===== src/rtl/ctu_pkg.sv =====
package ctu_pkg;
    localparam int NRAW   = 6;
    localparam int NCH    = 9;
    localparam int PAT_W  = 17;
    localparam int CODE_W = 4;
    localparam int CFG_AW = 4;
    localparam int CFG_DW = 8;

    localparam int IN_COSMIC = 0;
    localparam int IN_CLK    = 1;
    localparam int IN_S0     = 2;
    localparam int IN_S1     = 3;
    localparam int IN_S2M    = 4;
    localparam int IN_CER    = 5;

    localparam int ADDR_GATE = 9;
    localparam int BIT_VME   = 14;

    typedef enum logic [1:0] {
        ST_ARMED   = 2'd0,
        ST_FIRED   = 2'd1,
        ST_BLOCKED = 2'd2
    } ev_state_t;

    // pattern bit that records each prescale channel as a cause
    function automatic int cause_bit(input int ch);
        case (ch)
            0:       return 16;
            1:       return 15;
            2:       return 6;
            3:       return 13;
            4:       return 12;
            5:       return 11;
            6:       return 10;
            7:       return 9;
            default: return 8;
        endcase
    endfunction
endpackage


===== src/rtl/ctu_edge_gate.sv =====
module ctu_edge_gate #(
    parameter int GW = 8
) (
    input  logic          clk,
    input  logic          rst_n,
    input  logic          raw,
    input  logic [GW-1:0] gate_w,
    output logic          rise,
    output logic          active
);
    logic          sync_q;
    logic          prev_q;
    logic [GW-1:0] left_q;

    always_ff @(posedge clk) begin
        if (!rst_n) begin
            sync_q <= 1'b0;
            prev_q <= 1'b0;
            left_q <= '0;
        end else begin
            sync_q <= raw;
            prev_q <= sync_q;
            if (rise)
                left_q <= gate_w;
            else if (left_q != '0)
                left_q <= left_q - GW'(1);
        end
    end

    assign rise   = sync_q & ~prev_q;
    assign active = rise | (left_q != '0);

    // an edge with a nonzero width keeps the input active one cycle later
    a_r6_gate_opens: assert property (@(posedge clk) disable iff (!rst_n)
        (rise && gate_w != '0) |=> active);
endmodule


===== src/rtl/ctu_prescaler.sv =====
module ctu_prescaler #(
    parameter int CODE_W = 4
) (
    input  logic              clk,
    input  logic              rst_n,
    input  logic              code_we,
    input  logic [CODE_W-1:0] code_wdata,
    input  logic              hit,
    output logic              pass
);
    localparam int CNT_W = (1 << CODE_W) - 2;

    logic [CODE_W-1:0] code_q;
    logic [CNT_W-1:0]  cnt_q;
    logic [CNT_W-1:0]  limit;
    logic              enabled;

    assign enabled = (code_q != '0);
    assign limit   = ~({CNT_W{1'b1}} << (code_q - CODE_W'(1)));
    assign pass    = hit & enabled & (cnt_q == limit);

    always_ff @(posedge clk) begin
        if (!rst_n) begin
            code_q <= '0;
            cnt_q  <= '0;
        end else if (code_we) begin
            code_q <= code_wdata;
            cnt_q  <= '0;
        end else if (hit && enabled) begin
            cnt_q <= (cnt_q == limit) ? '0 : cnt_q + CNT_W'(1);
        end
    end

    // the count never passes the reload point of the active code
    a_r4_count_bounded: assert property (@(posedge clk) disable iff (!rst_n)
        enabled |-> cnt_q <= limit);
    // a code write leaves the count at zero
    a_r5_write_clears: assert property (@(posedge clk) disable iff (!rst_n)
        code_we |=> cnt_q == '0);
endmodule


===== src/rtl/coinc_trig_unit.sv =====
module coinc_trig_unit
    import ctu_pkg::*;
#(
    parameter int GATE_W = 8
) (
    input  logic              clk,
    input  logic              rst_n,
    input  logic [NRAW-1:0]   raw_in,
    input  logic              vme_trig,
    input  logic              busy,
    input  logic              cfg_we,
    input  logic [CFG_AW-1:0] cfg_addr,
    input  logic [CFG_DW-1:0] cfg_data,
    output logic              evt_trig,
    output logic [PAT_W-1:0]  pattern
);
    localparam logic [GATE_W-1:0] GATE_RST = GATE_W'(14);

    logic [GATE_W-1:0] gate_q;
    logic [NRAW-1:0]   rise;
    logic [NRAW-1:0]   act;
    logic [NCH-1:0]    hit;
    logic [NCH-1:0]    pass;
    logic [PAT_W-1:0]  cause;
    logic              qualify;
    logic              fire_any;
    ev_state_t         state_q, state_d;

    always_ff @(posedge clk) begin
        if (!rst_n)
            gate_q <= GATE_RST;
        else if (cfg_we && cfg_addr == CFG_AW'(ADDR_GATE))
            gate_q <= cfg_data[GATE_W-1:0];
    end

    for (genvar g = 0; g < NRAW; g++) begin : g_in
        ctu_edge_gate #(.GW(GATE_W)) u_gate (
            .clk    (clk),
            .rst_n  (rst_n),
            .raw    (raw_in[g]),
            .gate_w (gate_q),
            .rise   (rise[g]),
            .active (act[g])
        );
    end

    function automatic logic pair_hit(input int a, input int b,
                                      input logic [NRAW-1:0] r,
                                      input logic [NRAW-1:0] ac);
        return (r[a] & ac[b]) | (r[b] & ac[a]);
    endfunction

    always_comb begin
        hit[0] = rise[IN_CLK];
        hit[1] = rise[IN_COSMIC];
        hit[2] = rise[IN_S2M] & ~act[IN_CER];
        hit[3] = pair_hit(IN_S0,  IN_S1,  rise, act);
        hit[4] = pair_hit(IN_S0,  IN_S2M, rise, act);
        hit[5] = pair_hit(IN_S0,  IN_CER, rise, act);
        hit[6] = pair_hit(IN_S1,  IN_S2M, rise, act);
        hit[7] = pair_hit(IN_S1,  IN_CER, rise, act);
        hit[8] = pair_hit(IN_S2M, IN_CER, rise, act);
    end

    assign qualify = (state_q == ST_ARMED) & ~busy;

    for (genvar c = 0; c < NCH; c++) begin : g_ch
        ctu_prescaler #(.CODE_W(CODE_W)) u_ps (
            .clk        (clk),
            .rst_n      (rst_n),
            .code_we    (cfg_we && cfg_addr == CFG_AW'(c)),
            .code_wdata (cfg_data[CODE_W-1:0]),
            .hit        (hit[c] & qualify),
            .pass       (pass[c])
        );
    end

    always_comb begin
        cause = '0;
        cause[NRAW-1:0] = act;
        for (int c = 0; c < NCH; c++)
            cause[cause_bit(c)] = pass[c];
        cause[BIT_VME] = vme_trig & qualify;
    end

    assign fire_any = (|pass) | (vme_trig & qualify);

    always_comb begin
        state_d = state_q;
        unique case (state_q)
            ST_ARMED:   if (busy) state_d = ST_BLOCKED;
                        else if (fire_any) state_d = ST_FIRED;
            ST_FIRED:   state_d = busy ? ST_BLOCKED : ST_ARMED;
            ST_BLOCKED: if (!busy) state_d = ST_ARMED;
            default:    state_d = ST_ARMED;
        endcase
    end

    always_ff @(posedge clk) begin
        if (!rst_n) begin
            state_q <= ST_ARMED;
            pattern <= '0;
        end else begin
            state_q <= state_d;
            if (state_q == ST_ARMED && state_d == ST_FIRED)
                pattern <= cause;
        end
    end

    always_comb begin
        unique case (state_q)
            ST_FIRED: evt_trig = 1'b1;
            default:  evt_trig = 1'b0;
        endcase
    end

    // the event pulse lasts one cycle
    a_r8_single_pulse: assert property (@(posedge clk) disable iff (!rst_n)
        evt_trig |=> !evt_trig);
    // every event names at least one cause
    a_r8_cause_named: assert property (@(posedge clk) disable iff (!rst_n)
        evt_trig |-> (|pattern[PAT_W-1:NRAW]));
    // no event follows a cycle with busy high
    a_r11_busy_blocks: assert property (@(posedge clk) disable iff (!rst_n)
        evt_trig |-> !$past(busy));
    // the pattern word only changes together with an event
    a_r14_pattern_hold: assert property (@(posedge clk) disable iff (!rst_n)
        !$stable(pattern) |-> evt_trig);
endmodule


===== config.mk =====
export PLATFORM = sky130hd
export DESIGN_NAME = coinc_trig_unit
export DESIGN_NICKNAME = d
export VERILOG_FILES = /design/src/rtl/ctu_pkg.sv /design/src/rtl/ctu_edge_gate.sv /design/src/rtl/ctu_prescaler.sv /design/src/rtl/coinc_trig_unit.sv
export SDC_FILE = /design/constraint.sdc
export NUM_CORES = 1
export LEC_CHECK = 0
export ABC_CLOCK_PERIOD_IN_PS = 3500
export BUFFER_PORTS_ARGS = -buffer_cell sky130_fd_sc_hd__buf_2
export CAP_MARGIN = 20
export CORE_UTILIZATION = 60
export DETAILED_ROUTE_END_ITERATION = 16
export PLACE_DENSITY = 0.77
export SYNTH_ARGS = -nofsm -noshare
export SYNTH_HDL_FRONTEND = slang
export SYNTH_SLANG_ARGS = --single-unit

===== constraint.sdc =====
create_clock -name clk -period 3.5 [get_ports clk]
set_input_delay 0.35 -clock clk [delete_from_list [all_inputs] [get_ports clk]]
set_output_delay 0.35 -clock clk [all_outputs]
set_load 0.05 [all_outputs]

==> results of run 1 <==
## worst register-to-register path, cell delays in order, from the launching register on
cell	delay, ns
dfxtp_1	0.40
inv_1	0.07
ha_1	0.23
inv_1	0.07
ha_1	0.23
buf_4	0.17
nor2b_1	0.15
a2111oi_1	0.51
nor2_1	0.11
or4b_1	0.59
o2111ai_4	0.35
nor3_4	0.13
a31o_1	0.24
## sequential cells by signal (all words and copies together), names as in the netlist
| register | count |
|---|---|
| gate_q | 8 |
| pattern | 16 |
| g_ch.u_ps.cnt_q | 126 |
| state_q | 2 |
| g_ch.u_ps.code_q | 36 |
| g_in.u_gate.left_q | 48 |
| g_in.u_gate.prev_q | 6 |
| g_in.u_gate.sync_q | 6 |
## layout make-up
class                           count  share of cell area, %
Sequential cell                   248                  30.81
Multi-Input combinational cell   1419                  56.25
Clock inverter                     12                 0.9086
Timing Repair Buffer               64                  2.392
Tap cell                          319                  2.477
Antenna cell                        3                0.04659
Inverter                           87                  2.027
Clock buffer                       38                  5.087
## Yosys cell counts, drive strengths merged, types with 12 or more instances
master / instances / area share (%)
nor2b: 32 / 1.4
xnor2: 83 / 5.0
nand3: 60 / 2.0
ha: 53 / 4.5
nor2: 306 / 7.8
buf: 18 / 0.72
a211oi: 44 / 2.3
a31oi: 12 / 0.51
nand2: 148 / 3.8
and3: 34 / 1.4
o21ai: 42 / 1.4
dfxtp: 248 / 34
a21oi: 64 / 2.2
nand4: 46 / 2.1
inv: 87 / 2.2
and2: 21 / 0.89
clkbuf: 63 / 1.6
nand2b: 43 / 1.8
or3: 18 / 0.80
or4: 16 / 0.84
nor3: 45 / 1.7
xor2: 80 / 4.8
nor4: 24 / 1.2
mux2i: 63 / 4.3
## where the power goes
part / switching, mW / total, mW / internal [mW]
Clock: 1.19 / 3.04 / 1.85
Sequential: 0.235 / 3.32 / 3.08
Combinational: 0.998 / 1.75 / 0.751
Total: 2.42 / 8.11 / 5.69
## how the worst min path moves through the flow
| stage | start | to | cells after the start |
|---|---|---|---|
| 3_3_place_gp | pattern[10]$_SDFFE_PN0P_ | pattern[10]$_SDFFE_PN0P_ | 2 |
| 6_report | raw_in[5] | g_in[5].u_gate.sync_q$_SDFF_PN0_ | 2 |
| 3_5_place_dp | pattern[10]$_SDFFE_PN0P_ | pattern[10]$_SDFFE_PN0P_ | 2 |
| 4_1_cts | raw_in[2] | g_in[2].u_gate.sync_q$_SDFF_PN0_ | 2 |
| 2_1_floorplan | state_q[0]$_SDFF_PN0_ | state_q[1]$_SDFF_PN0_ | 1 |
| 5_1_grt | raw_in[2] | g_in[2].u_gate.sync_q$_SDFF_PN0_ | 2 |
## logic make-up after synthesis
family                     share of synthesized area, %
xor gates and xnor gates                          9.722
DFF                                               33.81
buffers and inverters                             4.567
muxes                                             4.371
other                                           0.02554
AOI/OAI and AO/OA                                 13.74
and+or+nand+nor                                   29.18
adders and majority gates                         4.584
## what timing repair did
| action | in CTS | in global routing |
|---|---|---|
| gates resized for setup | 0 | 3 |
| setup endpoints to repair | 0 | 13 |
| hold buffers | 1 | 0 |
| buffers inserted | 0 | 0 |
| hold endpoints to repair | 1 | 0 |
## through the flow
| step | utilization [%] | cells |
|---|---|---|
| 6_report | 67.83 | 2190 |
| 5_1_grt | 67.82 | 2189 |
| 4_1_cts | 67.76 | 2187 |
| 3_5_place_dp | 63.65 | 2136 |
| 3_3_place_gp | 63.65 | 2136 |
| 2_1_floorplan | - | 1835 |
## routing by layer
layer | global-route usage, % | share of wire, % | wire, um
met5 | 0 | 0 | 0
met4 | 8.654 | 2.3 | 828
met3 | 4.273 | 5.6 | 2027
met2 | 47.39 | 46 | 16600
met1 | 38.72 | 46 | 16810
==> impl_metrics.py, run 1 <==
metrics = {
    "logic_synthesis": {
        "synth-edff-count": 0,
        "ys_ff_latch": 248,
        "ys.flop_type": "dfxtp_1",
        "synthesis.area_mm2": 0.01468,
        "syn-num-nets": 1911,
        "yosys_warnings": 0,
        "ys_types": 98,
        "avgSynthCellArea_um2": 8.002,
        "seq_area_frac_synth_pct": 33.81,
        "async_reset_ff_share_pct": 0,
        "synth_cells": 1835,
    },
    "die": {
        "core_mm2": 0.02375,
        "die_h_um": 158.4,
        "io_pins": 41,
        "die_x_um": 158.4,
        "die_area_mm2": 0.02510,
        "initial_core_util_pct": 61.82,
        "core.rowCount": 56,
    },
    "min_path": {
        "hp-class": "input port to flip-flop",
    },
    "placement": {
        "dpl.hpwl_um": 25750,
        "place_area_mm2": 0.01512,
        "place.gp.congestion": 0.9069,
        "pre_cts_ws_ns": 0.2477,
        "portBuffers": 39,
    },
    "status": {
        "outcome": "complete, no violations",
    },
    "critical_path": {
        "cp-endpoint": "pattern[16]$_SDFFE_PN0P_",
        "r2r_start": "g_ch[6].u_ps.code_q[0]$_SDFFE_PN0P_",
        "timing.critical_path.buf_inv": 3,
        "cp_slowest_cell": "or4b_1",
        "crit_fanout": 10,
        "rrSetupSlack_ns": 0.16,
        "slowest_delay_ns": 0.59,
        "crit_family": "compound AO/OA/AOI/OAI gates",
        "cp.arrival_ns": 3.78,
        "path_depth": 12,
        "start_kind": "flip-flop",
        "cp.required_ns": 3.94,
        "endpoint_kind": "flip-flop",
        "critPathKind": "flip-flop to flip-flop",
        "r2r_cells": 12,
        "crit_chain": "inv_1 > ha_1 > inv_1 > ha_1 > buf_4 > nor2b_1 > a2111oi_1 > nor2_1 > or4b_1 > o2111ai_4 > nor3_4 > a31o_1",
        "r2r-end": "pattern[16]$_SDFFE_PN0P_",
        "critPathLaunch": "g_ch[6].u_ps.code_q[0]$_SDFFE_PN0P_",
    },
    "power": {
        "peakVddDrop_uv": 388.6,
        "power_density_mw_per_mm2": 503.6,
        "leakagePower_nw": 6.169,
        "power_mw": 8.113,
    },
    "sta": {
        "hold_violations": 0,
        "tns_ns": 0,
        "tightest_slew_ns": 0.9548,
        "worst_hold_slack_ns": 0.01274,
        "fin_crit_ns": 3.343,
        "final-setup-viol-count": 0,
        "rsz0062_at_grt": "yes",
        "slew_headroom_pct": 36.00,
        "fmax_ghz": 0.2991,
        "finClkSkew_ns": 0.009148,
        "finalMaxSlewViolations": 0,
        "post-route-period-util_pct": 95.52,
        "setup_ws_ns": 0.1568,
    },
    "grt": {
        "grt_pass1_wl_um": 58520,
        "grt.overflow.total": 0,
        "globalRouteTotalUtil_pct": 28.77,
        "grt_max_degree": 28,
        "antenna_found_initial": 2,
        "grt_pass1_vias": 11964,
    },
    "route": {
        "drc": 0,
        "routedWlPerCell_um": 16.56,
        "drt_wl_total_um": 36270,
        "num_vias": 13027,
        "dr.pass1.iters": 5,
        "drtAntennaViolNets": 0,
        "drt-initial-drc-count": 892,
        "vias_per_cell": 5.948,
    },
    "layout": {
        "multi_input_area_mm2": 0.009062,
        "syn_to_final_growth_pct": 9.722,
        "final_area_mm2": 0.01611,
        "regArea_mm2": 0.004965,
        "layout_commonest_cell": "nor2_1",
        "fillCellCount": 1982,
        "layout_common_cells": "nor2_1, dfxtp_1, nand2_1, inv_1, xnor2_1",
        "finalNetCount": 1924,
        "drive_above_1_share_pct": 7.923,
    },
    "clock_network": {
        "cts_tree": "yes",
        "clockRootBuffer": "clkbuf_16",
        "tritoncts.num_buffers": 28,
        "clockBufferDepth": 3,
        "cts_sinks": 248,
        "clkLatencyLatePin_ns": 0.54,
        "clk_pin_slew_ns": 0.06,
        "cts.htree.levels": 1,
    },
    "flow_run": {
        "maxCapViolCount": 0,
    },
}
Note: power is estimated with default switching activity, not from simulation.
==> run 2, diff against run 1 <==
--- a/config.mk
+++ b/config.mk
@@ -11,6 +11,7 @@
 export CORE_UTILIZATION = 60
 export DETAILED_ROUTE_END_ITERATION = 16
 export PLACE_DENSITY = 0.77
+export REMOVE_ABC_BUFFERS = 1
 export SYNTH_ARGS = -nofsm -noshare
 export SYNTH_HDL_FRONTEND = slang
 export SYNTH_SLANG_ARGS = --single-unit
==> impl_metrics.py, run 2 (same netlist as run 1, synthesis figures left out) <==
metrics = {
    "die": {
        "io_pins": 41,
        "initial_core_util_pct": 61.82,
        "die_h_um": 158.4,
        "die_x_um": 158.4,
        "core.rowCount": 56,
        "core_mm2": 0.02375,
        "die_area_mm2": 0.02510,
    },
    "power": {
        "power_switching_share_pct": 29.59,
        "power.share.combinational_pct": 21.7,
        "p_int_mw": 5.809,
        "pwr-share-clk_pct": 38.2,
        "leakagePower_nw": 6.218,
        "seqPwrFrac_pct": 40.1,
        "peakVddDrop_uv": 669.0,
        "power_mw": 8.249,
        "power_density_mw_per_mm2": 508.7,
        "switchingPower_mw": 2.441,
    },
    "critical_path": {
        "start_kind": "flip-flop",
        "timing.critical_path.buf_inv": 3,
        "slowest_delay_ns": 0.58,
        "cp.arrival_ns": 3.76,
        "critPathKind": "flip-flop to flip-flop",
        "endpoint_kind": "flip-flop",
        "cp.required_ns": 3.94,
        "crit_fanout": 9,
        "crit_family": "simple AND/OR/NAND/NOR gates",
        "crit_chain": "inv_1 > ha_1 > inv_1 > ha_2 > nor3_2 > nand3_1 > a2111o_1 > or4_4 > o2111ai_4 > nor3_4 > buf_12 > a31o_1",
        "cp_slowest_cell": "or4_4",
        "crit_top_cell": "inv_1",
    },
    "sta": {
        "hold_violations": 0,
        "slew_headroom_pct": 30.53,
        "finalMaxSlewViolations": 0,
        "tightest_slew_ns": 1.034,
        "fin_crit_ns": 3.327,
        "rsz0062_at_grt": "no",
        "tns_ns": 0,
        "fmax_ghz": 0.3006,
        "final-setup-viol-count": 0,
        "finClkSkew_ns": 0.01666,
        "post-route-period-util_pct": 95.05,
    },
    "layout": {
        "largest_register_ffs": 126,
        "layout_common_cells": "nor2_1, dfxtp_1, nand2_1, inv_1, xnor2_1",
        "top_regs": "g_ch.u_ps.cnt_q (126), g_in.u_gate.left_q (48), g_ch.u_ps.code_q (36)",
        "final_cells": 2195,
        "drive_above_1_share_pct": 8.427,
        "fillCellCount": 1953,
        "finalNetCount": 1930,
        "syn_to_final_growth_pct": 10.43,
        "regMostFlops": "g_ch.u_ps.cnt_q",
        "layout_commonest_cell": "nor2_1",
    },
    "grt": {
        "grt.overflow.total": 0,
        "grt_max_degree": 48,
        "antenna_found_initial": 1,
        "grt_pass1_vias": 12123,
        "globalRouteTotalUtil_pct": 28.59,
        "grt_pass1_wl_um": 58740,
    },
    "status": {
        "outcome": "complete, no violations",
    },
    "clock_network": {
        "tritoncts.num_buffers": 28,
        "clkLatencyLatePin_ns": 0.55,
        "cts_tree": "yes",
        "cts_sinks": 248,
        "cts.htree.levels": 1,
        "clockRootBuffer": "clkbuf_16",
        "clockBufferDepth": 3,
        "clk_pin_slew_ns": 0.06,
    },
    "placement": {
        "dp.cells": 2140,
        "dpl.hpwl_um": 25420,
        "portBuffers": 39,
        "place.gp.congestion": 0.9424,
    },
    "route": {
        "vias_per_cell": 5.914,
        "dr.pass1.iters": 5,
        "drtAntennaViolNets": 0,
        "drc": 0,
        "drt_wl_total_um": 35600,
        "drt-initial-drc-count": 1056,
        "routedWlPerCell_um": 16.22,
        "num_vias": 12981,
    },
    "min_path": {
        "hp-class": "input port to flip-flop",
    },
    "flow_run": {
        "maxCapViolCount": 0,
    },
}
## run 2: power groups by stage
stage | Sequential, mW | Clock (mW) | Combinational [mW]
finish | 3.31 | 3.15 | 1.79
global route | 3.34 | 3.30 | 2.00
CTS | 3.31 | 3.19 | 1.78
detailed placement | 3.36 | 0 | 1.75
global placement | 3.35 | 0 | 1.69
floorplan | 3.35 | 0 | 1.34
## run 2: timing repair
item | CTS | global route
hold buffers | 1 | 0
hold endpoints to repair | 1 | 0
resized for setup | 0 | 9
buffers inserted | 0 | 2
setup endpoints to repair | 0 | 21
## run 2: final timing paths
check | from | end | slack [ns] | depth (start not counted)
worst max-delay path | g_ch[1].u_ps.code_q[1]$_SDFFE_PN0P_ | pattern[16]$_SDFFE_PN0P_ | 0.17 | 12
worst min-delay path | raw_in[1] | g_in[1].u_gate.sync_q$_SDFF_PN0_ | 0.02 | 2
worst max register to register | g_ch[1].u_ps.code_q[1]$_SDFFE_PN0P_ | pattern[16]$_SDFFE_PN0P_ | 0.17 | 12
worst min register to register | pattern[1]$_SDFFE_PN0P_ | pattern[1]$_SDFFE_PN0P_ | 0.47 | 2
## run 2: final cells by class
class | instances | area, um2 | share of cell area [%]
Antenna cell | 1 | 2.502 | 0.01543
Clock buffer | 40 | 837.1 | 5.162
Clock inverter | 11 | 166.4 | 1.026
Inverter | 87 | 326.6 | 2.014
Multi-Input combinational cell | 1419 | 9075 | 55.96
Sequential cell | 248 | 4966 | 30.62
Tap cell | 319 | 399.1 | 2.461
Timing Repair Buffer | 70 | 442.9 | 2.731
## run 2: per-layer routing
layer  track usage, %  routed length, um
met2            49.37              16800
met3            3.348               1676
met5                0                  0
met1            37.40              16300
met4            8.059                819
## run 2: stage by stage
stage | hold WS [ns] | worst slack (ns) | cell area, um2 | util (%)
6_report | 0.01684 | 0.1733 | 16220 | 68.27
5_1_grt | 0.008264 | 0.005102 | 16220 | 68.27
4_1_cts | 0.002221 | 0.1924 | 16160 | 68.03
3_5_place_dp | 0.4553 | 0.2033 | 15140 | 63.76
3_3_place_gp | 0.4426 | 0.3003 | 15140 | 63.76
2_1_floorplan | 0.4119 | 0.4260 | 14340 | -
